--- src/rtl/rwf_pkg.sv ---
package rwf_pkg;
  localparam int DATA_W  = 8;
  localparam int SIDE_WR = 0;
  localparam int SIDE_RD = 1;
  typedef logic [DATA_W-1:0] data_t;
endpackage

--- src/rtl/rwf_ptr.sv ---
module rwf_ptr #(
  parameter int PW = 5
) (
  input  logic          clk_i,
  input  logic          rst_ni,
  input  logic          step_i,
  input  logic          mark_i,
  input  logic          reload_i,
  output logic [PW-1:0] ptr_o,
  output logic [PW-1:0] ck_o
);
  always_ff @(posedge clk_i or negedge rst_ni) begin
    if (!rst_ni) begin
      ptr_o <= '0;
      ck_o  <= '0;
    end else begin
      if (reload_i)    ptr_o <= ck_o;
      else if (step_i) ptr_o <= ptr_o + PW'(1);
      if (mark_i && !reload_i) ck_o <= ptr_o;  // pre-step value
    end
  end


  a_r4_reload_restores: assert property (@(posedge clk_i) disable iff (!rst_ni)
    reload_i |=> ptr_o == $past(ck_o));

  a_r11_mark_pre_step: assert property (@(posedge clk_i) disable iff (!rst_ni)
    mark_i && !reload_i |=> ck_o == $past(ptr_o));

  a_r9_reload_beats_mark: assert property (@(posedge clk_i) disable iff (!rst_ni)
    reload_i |=> $stable(ck_o));
endmodule

--- src/rtl/rwf_ram.sv ---
module rwf_ram
  import rwf_pkg::*;
#(
  parameter int AW = 6
) (
  input  logic          clk_i,
  input  logic          we_i,
  input  logic [AW-1:0] waddr_i,
  input  data_t         wdata_i,
  input  logic [AW-1:0] raddr_i,
  output data_t         rdata_o
);
  localparam int WORDS = 1 << AW;
  data_t mem [WORDS];

  always_ff @(posedge clk_i) begin
    if (we_i) mem[waddr_i] <= wdata_i;
  end

  assign rdata_o = mem[raddr_i];
endmodule

--- src/rtl/rwf_flag.sv ---
module rwf_flag (
  input  logic clk_i,
  input  logic rst_ni,
  input  logic set_i,
  input  logic clr_i,
  output logic flag_o
);
  always_ff @(posedge clk_i or negedge rst_ni) begin
    if (!rst_ni)     flag_o <= 1'b0;
    else if (set_i)  flag_o <= 1'b1;  // set wins over clear
    else if (clr_i)  flag_o <= 1'b0;
  end

  a_r8_sticky: assert property (@(posedge clk_i) disable iff (!rst_ni)
    flag_o && !clr_i |=> flag_o);
endmodule

--- src/rtl/rewind_fifo.sv ---
module rewind_fifo
  import rwf_pkg::*;
#(
  parameter int FIFO_AW = 4,
  parameter int RAM_AW  = 6,
  parameter int BASE    = 32
) (
  input  logic               clk_i,
  input  logic               rst_ni,
  input  logic               push_i,
  input  logic [7:0]         wdata_i,
  input  logic               pop_i,
  output logic [7:0]         rdata_o,
  input  logic               wr_mark_i,
  input  logic               wr_reload_i,
  input  logic               rd_mark_i,
  input  logic               rd_reload_i,
  input  logic               clr_i,
  output logic               empty_o,
  output logic               full_o,
  output logic [FIFO_AW:0]   avail_o,
  output logic               over_o,
  output logic               under_o
);
  localparam int DEPTH = 1 << FIFO_AW;
  localparam int PW    = FIFO_AW + 1;
  localparam logic [RAM_AW-1:0] BASE_A = RAM_AW'(BASE);

  logic          step   [2];
  logic          mark   [2];
  logic          reload [2];
  logic [PW-1:0] ptr    [2];
  logic [PW-1:0] ck     [2];

  logic [PW-1:0] held;
  logic          push_ok, pop_ok;
  logic [RAM_AW-1:0] waddr, raddr;
  data_t         ram_q;

  assign mark[SIDE_WR]   = wr_mark_i;
  assign reload[SIDE_WR] = wr_reload_i;
  assign mark[SIDE_RD]   = rd_mark_i;
  assign reload[SIDE_RD] = rd_reload_i;
  assign step[SIDE_WR]   = push_ok;
  assign step[SIDE_RD]   = pop_ok;

  for (genvar s = 0; s < 2; s++) begin : g_side
    rwf_ptr #(.PW(PW)) u_ptr (
      .clk_i    (clk_i),
      .rst_ni   (rst_ni),
      .step_i   (step[s]),
      .mark_i   (mark[s]),
      .reload_i (reload[s]),
      .ptr_o    (ptr[s]),
      .ck_o     (ck[s])
    );
  end

  // reader sees committed writes only; writer reuses committed reads only
  assign avail_o = ck[SIDE_WR] - ptr[SIDE_RD];
  assign held    = ptr[SIDE_WR] - ck[SIDE_RD];
  assign empty_o = (avail_o == '0);
  assign full_o  = (held == PW'(DEPTH));
  assign push_ok = push_i && !wr_reload_i && !full_o;
  assign pop_ok  = pop_i  && !rd_reload_i && !empty_o;

  assign waddr = BASE_A + RAM_AW'(ptr[SIDE_WR][FIFO_AW-1:0]);
  assign raddr = BASE_A + RAM_AW'(ptr[SIDE_RD][FIFO_AW-1:0]);

  rwf_ram #(.AW(RAM_AW)) u_ram (
    .clk_i   (clk_i),
    .we_i    (push_ok),
    .waddr_i (waddr),
    .wdata_i (data_t'(wdata_i)),
    .raddr_i (raddr),
    .rdata_o (ram_q)
  );
  assign rdata_o = ram_q;

  rwf_flag u_over (
    .clk_i  (clk_i),
    .rst_ni (rst_ni),
    .set_i  (push_i && !wr_reload_i && full_o),
    .clr_i  (clr_i),
    .flag_o (over_o)
  );

  rwf_flag u_under (
    .clk_i  (clk_i),
    .rst_ni (rst_ni),
    .set_i  (pop_i && !rd_reload_i && empty_o),
    .clr_i  (clr_i),
    .flag_o (under_o)
  );

  a_r7_full_blocks_write: assert property (@(posedge clk_i) disable iff (!rst_ni)
    full_o && !wr_reload_i |=> ptr[SIDE_WR] == $past(ptr[SIDE_WR]));
  a_r7_empty_blocks_read: assert property (@(posedge clk_i) disable iff (!rst_ni)
    empty_o && !rd_reload_i |=> ptr[SIDE_RD] == $past(ptr[SIDE_RD]));
  a_r6_space_bound: assert property (@(posedge clk_i) disable iff (!rst_ni)
    held <= PW'(DEPTH));
  a_r3_avail_within_held: assert property (@(posedge clk_i) disable iff (!rst_ni)
    avail_o <= held);
  a_r10_in_region: assert property (@(posedge clk_i) disable iff (!rst_ni)
    push_ok |-> (int'(waddr) >= BASE) && (int'(waddr) < BASE + DEPTH));
endmodule

--- config.mk ---
export PLATFORM = sky130hd
export DESIGN_NAME = rewind_fifo
export DESIGN_NICKNAME = d
export VERILOG_FILES = /design/src/rtl/rwf_pkg.sv /design/src/rtl/rwf_ptr.sv /design/src/rtl/rwf_ram.sv /design/src/rtl/rwf_flag.sv /design/src/rtl/rewind_fifo.sv
export SDC_FILE = /design/constraint.sdc
export NUM_CORES = 1
export LEC_CHECK = 0
export ABC_AREA = 1
export BUFFER_PORTS_ARGS = -buffer_cell sky130_fd_sc_hd__buf_2
export CORE_MARGIN = 2
export CORE_UTILIZATION = 30
export CTS_CLUSTER_SIZE = 28
export DETAILED_ROUTE_END_ITERATION = 8
export GPL_TIMING_DRIVEN = 0
export PLACE_DENSITY = 0.53
export SLEW_MARGIN = 20
export SYNTH_ARGS = -nofsm -noshare
export SYNTH_HDL_FRONTEND = slang
export SYNTH_SLANG_ARGS = --single-unit
--- constraint.sdc ---
create_clock -name clk_i -period 2.35 [get_ports clk_i]
set_input_delay 0.1175 -clock clk_i [delete_from_list [all_inputs] [get_ports clk_i]]
set_output_delay 0.1175 -clock clk_i [all_outputs]
set_load 0.1 [all_outputs]
==> metrics, run 1 <==
status=complete, but fails checks; failing checks=setup timing; initial antenna violation count=0; max-slew violations=0; PortBufs=32; Worst setup SP type=flop; Worst Slack Setup Final=-4.363 ps; final hold viol count=0; area of the multi-input gates=2143 sq um; crit path capture type=output port; post-route DRC violation count=0; FF/Latch Area=4397 sq um; Critical Path Fanout Max=10; Fillers=2,039; post-synth cell types=30; core area=21,620 sq um; async set-reset flop share out of synthesis=14.67%; Horiz. Die Dim=151.8 microns; HPWL Detailed=11.54 mm; Hold Slack=29.27 ps; first-pass GRT wire length=26.94 mm; Synth top cells by count=edfxtp_1 (128), o21ai_0 (89), nor2_1 (81); Sink Count=150; vias post-DR=4,774; CP required=2230 ps; TritonCTS clock tree=built; Boundary Pins=34; First DRT Iteration DRCs=445; Mapped Nets=611; Root Driver=clkbuf_16; Mapped Area=6553 sq um; die area=23,040 sq um; Num CTS Buffers=17; crit path DAT=2240 ps; Std-Cell Rows=54; setup slack, reg-to-reg=130 ps; CP bufs+invs=4; Wirelength per Cell=18.52 microns; Area contributors post-synth=edfxtp_1 (59%), dfrtp_1 (8.4%), o21ai_0 (6.8%); worst slew pin tran=683.7 ps; clk slew on worst S/H paths=60 ps; routed vias/inst=4.983; Setup Crit Path Kind=flop to output port; Initial Util=30.31%; Final #Nets=695; EDFF count, synth=128; Yosys reg bits=150; largest net degree at the start of global routing=23; most common cell in the synthesized netlist=edfxtp_1; Synth Warn #=0; Synth area leader=edfxtp_1; Die H=151.8 microns; Main synth FF type=edfxtp_1; RSZ-0062 raised after global routing=true; share of cells above drive strength 1=26.99%; post-route ant nets=0; CTS Buffer Depth=2; fin crit share=100.2%; Max-slew headroom=54.25%; post-synthesis sequential area ratio=67.06%; Hold WC Path Type=input pin to flop; post-route minimum period=2354 ps; delay-heaviest family, CP=buffers and inverters; cell mode on critical path=nand3_1; Avg Inst Size Synth=11.28 sq um; Fmax=424.7 MHz; Core Util, Final=40.16%; Finish-stage setup viols=2; Max Cap Violations=0; GRT Total Usage=16.05%; final WL=17.74 mm; worst clock skew=6.066 ps; total gr overflow=0; Ant. Diodes=0; Place WS=-226.8 ps; fin cells=958; H-tree Lvls=4; Placer Congestion=0.8318; Synth top area share=58.66%; area delta synth->final=32.52%; CP max stage delay=370 ps; crit path cell chain=buf_6 > buf_12 > buf_2 > o21ai_0 > o221ai_1 > nand3_1 > nand3_1 > buf_8; Worst-Skew Late Latency=430 ps; Inst Count DP=895; slowest CP cell=dfrtp_1; drt first pass iters=5; Post-Syn Instances=581; vias in the first global route=4,756
[timing repair]
item | in CTS | in global routing
pin swaps | 2 | 23
hold buffers | 3 | 0
setup buffers | 8 | 22
resized for setup | 77 | 62
setup endpoints to repair | 134 | 137
endpoints found under the hold margin | 24 | 0
[final cells by class]
type                       instances  share of cell area, %
inverter                          36                  1.686
sequential                       150                  50.63
clock inverter                    15                  2.493
multi-input combinational        364                  24.68
tap                              280                  4.035
buffer                            29                  2.867
clock buffer                      17                  4.899
timing repair buffer              67                  8.703
[cell families after synthesis]
logic type,count (synthesis),share of synthesized area (%)
xor+xnor,3,0.4011
buf+inv,67,4.716
flops,150,67.06
fa+ha+maj,13,2.597
compound gates,131,11.40
simple gates,217,13.82
[metal layers]
layer / vias up / track usage [%] / wire length, microns / share of wire (%)
met5: - / 0 / 0 / 0
met4: 0 / 6.528 / 393 / 2.2
met3: 29 / 2.635 / 890 / 5.0
met2: 143 / 26.37 / 8726 / 49
met1: 2346 / 21.20 / 7732 / 44
li1: 2256 / - / - / -
[tightest hold or removal path, delay by kind of cell]
family | cells | cell delay [ps]
AOI/OAI and AO/OA | 1 | 100
buffers and inverters | 1 | 90
and+or+nand+nor | 1 | 110
[cells in the final DEF, fill, tap and decap left out, types with 11 or more instances in the layout]
master     count
nand2_1       71
nand3_1       32
nor2_1        76
nor3_4        13
buf_4         22
buf_12        22
edfxtp_1     128
buf_2         26
clkbuf_16     17
o21ai_0       80
nand3_2       11
inv_1         28
o22ai_1       14
dfrtp_1       20
[flip-flops by register name, indices dropped and copies added, names as in the netlist]
name                cells
u_ram.mem             128
g_side.u_ptr.ck_o      10
g_side.u_ptr.ptr_o     10
u_over.flag_o           1
u_under.flag_o          1
[metrics by stage]
stage	setup TNS (ps)	instance area, sq um
floorplan	-435.6	6574
global placement	-62700	7084
detailed placement	-15420	7169
CTS	-9379	8145
global route	-196.5	8683
finish	-7.818	8683
[path summary, 6_finish.rpt]
kind | from | to | cells past startpoint
max in group asynchronous | rst_ni | g_side[1].u_ptr.ptr_o[0] | 2
min in group asynchronous | rst_ni | g_side[0].u_ptr.ptr_o[4] | 2
hold / removal | push_i | u_over.flag_o | 3
hold reg to reg | g_side[1].u_ptr.ck_o[2] | g_side[1].u_ptr.ck_o[2] | 2
setup reg to reg | g_side[1].u_ptr.ptr_o[0] | g_side[1].u_ptr.ptr_o[1] | 11
setup / recovery | g_side[1].u_ptr.ptr_o[1] | rdata_o[0] | 8
Power of run 1 is not shown: default switching activity piles up to over one toggle a cycle in this logic, so the estimate is an artifact.
==> inputs of run 2 (changes only) <==
--- a/config.mk
+++ b/config.mk
@@ -5,14 +5,13 @@
 export SDC_FILE = /design/constraint.sdc
 export NUM_CORES = 1
 export LEC_CHECK = 0
-export ABC_AREA = 1
 export BUFFER_PORTS_ARGS = -buffer_cell sky130_fd_sc_hd__buf_2
 export CORE_MARGIN = 2
 export CORE_UTILIZATION = 30
 export CTS_CLUSTER_SIZE = 28
 export DETAILED_ROUTE_END_ITERATION = 8
 export GPL_TIMING_DRIVEN = 0
-export PLACE_DENSITY = 0.53
+export PLACE_DENSITY = 0.54
 export SLEW_MARGIN = 20
 export SYNTH_ARGS = -nofsm -noshare
 export SYNTH_HDL_FRONTEND = slang
==> metrics, run 2 <==
Fmax=392.3 MHz (was 424.7 MHz); core area=20,960 sq um (was 21,620 sq um); Critical Path Fanout Max=10 (unchanged); PortBufs=33 (was 32); Synth Area in Compound Gates=2.741% (was 11.40%); Max-slew headroom=51.75% (was 54.25%); largest registers=u_ram.mem x128, g_side.u_ptr.ck_o x10, g_side.u_ptr.ptr_o x10 (unchanged); post-synthesis mux area share=16.60% (was 0%); final hold viol count=0 (unchanged); Final Cell Area=8413 sq um (was 8683 sq um); fin crit share=108.5% (was 100.2%); Boundary Pins=34 (unchanged); Yosys reg bits=150 (unchanged); fin cells=733 (was 958); GRT Total Usage=13.28% (was 16.05%); Initial Util=30.49% (was 30.31%); WHS Path Cells=1 (was 3); Area contributors post-synth=edfxtp_1 (60%), mux4_1 (12%), dfrtp_1 (8.6%) (was edfxtp_1 (59%), dfrtp_1 (8.4%), o21ai_0 (6.8%)); status=complete, but fails checks (unchanged); TritonCTS clock tree=built (unchanged); Ant. Diodes=0 (unchanged); Setup Crit Path Kind=flop to output port (unchanged); Worst setup SP type=flop (unchanged); H-tree Lvls=4 (unchanged); Hold WC Path Type=input pin to flop (unchanged); Mapped Nets=379 (was 611); CTS Buffer Depth=2 (unchanged); most common cell in the synthesized netlist=edfxtp_1 (unchanged); Worst Hold Launch=wdata_i[4] (was push_i); async set-reset flop share out of synthesis=14.67% (unchanged); routed vias/inst=4.722 (was 4.983); CP max stage delay=580 ps (was 370 ps); Std-Cell Rows=53 (was 54); first-pass GRT wire length=21.45 mm (was 26.94 mm); worst clock skew=12.16 ps (was 6.066 ps); Core Util, Final=40.15% (was 40.16%); RSZ-0062 raised after global routing=true (unchanged); commonest cells after routing, fill and taps aside=edfxtp_1 (128), buf_4 (34), mux4_2 (22) (was edfxtp_1 (128), o21ai_0 (80), nor2_1 (76)); Placer Congestion=0.7642 (was 0.8318); Reg with most FFs=u_ram.mem (unchanged); Synth top area share=60.15% (was 58.66%); die area=22,480 sq um (was 23,040 sq um); crit path capture type=output port (unchanged); area delta synth->final=31.66% (was 32.52%); Wirelength per Cell=19.42 microns (was 18.52 microns); post-synthesis sequential area ratio=68.77% (was 67.06%); Synth area leader=edfxtp_1 (unchanged); Inst Count DP=657 (was 895); CP required=2230 ps (about the same); slowest CP cell=mux4_1 (was dfrtp_1); Worst Setup SP=g_side[1].u_ptr.ptr_o[0] (was g_side[1].u_ptr.ptr_o[1]); vias in the first global route=3,635 (was 4,756); post-synthesis xor/xnor area fraction=1.645% (was 0.4010%); EDFF count, synth=128 (unchanged); Horiz. Die Dim=149.9 microns (was 151.8 microns); R2R depth=8 (was 11); Synth Area in Adders=2.663% (was 2.597%); clk slew on worst S/H paths=60 ps (about the same); largest family of logic cells by synthesized area=multiplexers (was simple AND/OR/NAND/NOR gates); post-synth cell types=38 (was 30); drt first pass iters=4 (was 5); share of cells above drive strength 1=41.05% (was 26.99%); commonest non-fill, non-tap cell in the layout=edfxtp_1 (unchanged); Main synth FF type=edfxtp_1 (unchanged); Sink Count=150 (unchanged); max-slew violations=0 (unchanged); Post-DP Area=6982 sq um (was 7169 sq um); Max Cap Violations=0 (unchanged); total gr overflow=0 (unchanged); Synth Area in Simple Gates=4.797% (was 13.82%); Root Driver=clkbuf_16 (unchanged); post-route minimum period=2549 ps (was 2354 ps); worst slew pin tran=723.8 ps (was 683.7 ps); Final #Nets=476 (was 695); Synth Warn #=0 (unchanged); vias post-DR=3,461 (was 4,774); Worst Slack Setup Final=-198.8 ps (was -4.363 ps); post-route ant nets=0 (unchanged); post-route DRC violation count=0 (unchanged); final WL=14.23 mm (was 17.74 mm); Synth top cells by count=edfxtp_1 (128), mux4_1 (28), dfrtp_1 (22) (was edfxtp_1 (128), o21ai_0 (89), nor2_1 (81)); crit path DAT=2430 ps (was 2240 ps); HPWL Detailed=8.866 mm (was 11.54 mm); Reg-to-Reg Start=g_side[0].u_ptr.ptr_o[3] (was g_side[1].u_ptr.ptr_o[0]); Worst-Skew Late Latency=420 ps (was 430 ps); Avg Inst Size Synth=18.31 sq um (was 11.28 sq um); failing checks=setup timing (unchanged); Hold Slack=82.83 ps (was 29.27 ps); crit path cell chain=buf_6 > buf_12 > mux4_1 > mux4_2 > buf_8 (was buf_6 > buf_12 > buf_2 > o21ai_0 > o221ai_1 > nand3_1 > nand3_1 > buf_8); Die H=149.9 microns (was 151.8 microns); Num CTS Buffers=17 (unchanged); largest net degree at the start of global routing=23 (unchanged); Finish-stage setup viols=10 (was 2); initial antenna violation count=0 (unchanged); max reg flops=128 (unchanged); Post-Syn Instances=349 (was 581); Mapped Area=6390 sq um (was 6553 sq um); First DRT Iteration DRCs=292 (was 445)
==> run 2: cell count changes after synthesis, moves of 12 or more <==
| cell | previous run | this run |
|---|---|---|
| o21ai_0 | 89 | 13 |
| nor2_1 | 81 | 14 |
| nand2_1 | 73 | 18 |
| nand3_1 | 42 | 3 |
| mux4_1 | 0 | 28 |
| o22ai_1 | 16 | 1 |
| buf_2 | 13 | 1 |
| inv_1 | 32 | 20 |
| mux4_2 | 0 | 12 |
==> run 2: worst paths after layout <==
| check | end | slack (ps) |
|---|---|---|
| min in group asynchronous | g_side[0].u_ptr.ptr_o[3] | 210 |
| min reg2reg | g_side[1].u_ptr.ck_o[1] | 510 |
| max in group asynchronous | g_side[1].u_ptr.ptr_o[3] | 1740 |
| max reg2reg | u_ram.mem[33][2] | 20 |
| max | rdata_o[3] | -200 |
| min | u_ram.mem[39][4] | 80 |
==> run 2: area by class of cell <==
| type | count | area [sq um] |
|---|---|---|
| fill | 1901 | 12540 |
| sequential | 150 | 4399 |
| multi-input combinational | 162 | 2128 |
| timing repair buffer | 80 | 777.0 |
| clock buffer | 20 | 436.7 |
| tap | 275 | 344.1 |
| buffer | 14 | 135.1 |
| clock inverter | 11 | 101.3 |
| inverter | 21 | 91.34 |
==> run 2: cell families after synthesis <==
group                      after synthesis
adders and majority gates               13
buffers and inverters                   37
AOI/OAI and AO/OA                       29
and+or+nand+nor                         63
DFF                                    150
muxes                                   45
xor gates and xnor gates                12
==> run 2: through the flow <==
step,worst slack [ps],setup TNS (ps)
finish,-198.8,-1725
detailed placement,-844.8,-78960
global placement,-720.8,-74120
global route,-273.6,-4779
floorplan,-432.4,-16880
CTS,-253.0,-2364
==> run 2: routing by layer <==
metal	track usage, %	share of wire, %	wire (microns)	vias to the layer above
met5	0	0	0	-
met1	17.29	44	6219	1775
met3	3.140	4.7	674	14
li1	-	-	-	1578
met2	21.37	50	7084	94
met4	5.519	1.8	253	0
==> run 2: critical path, delay by kind of cell, from the launching register on <==
| family | cells | cell delay (ps) |
|---|---|---|
| buf+inv | 3 | 550 |
| flops | 1 | 370 |
| mux | 2 | 1090 |
==> run 2: timing repair <==
| action | CTS | global route |
|---|---|---|
| hold buffers | 3 | 0 |
| buffers inserted | 21 | 21 |
| endpoints found under the setup margin | 147 | 119 |
| gates resized for setup | 102 | 18 |
| hold endpoints to repair | 24 | 0 |
| pin swaps | 15 | 16 |
| gates cloned | 0 | 2 |
Power of run 2 is left out for the same reason.
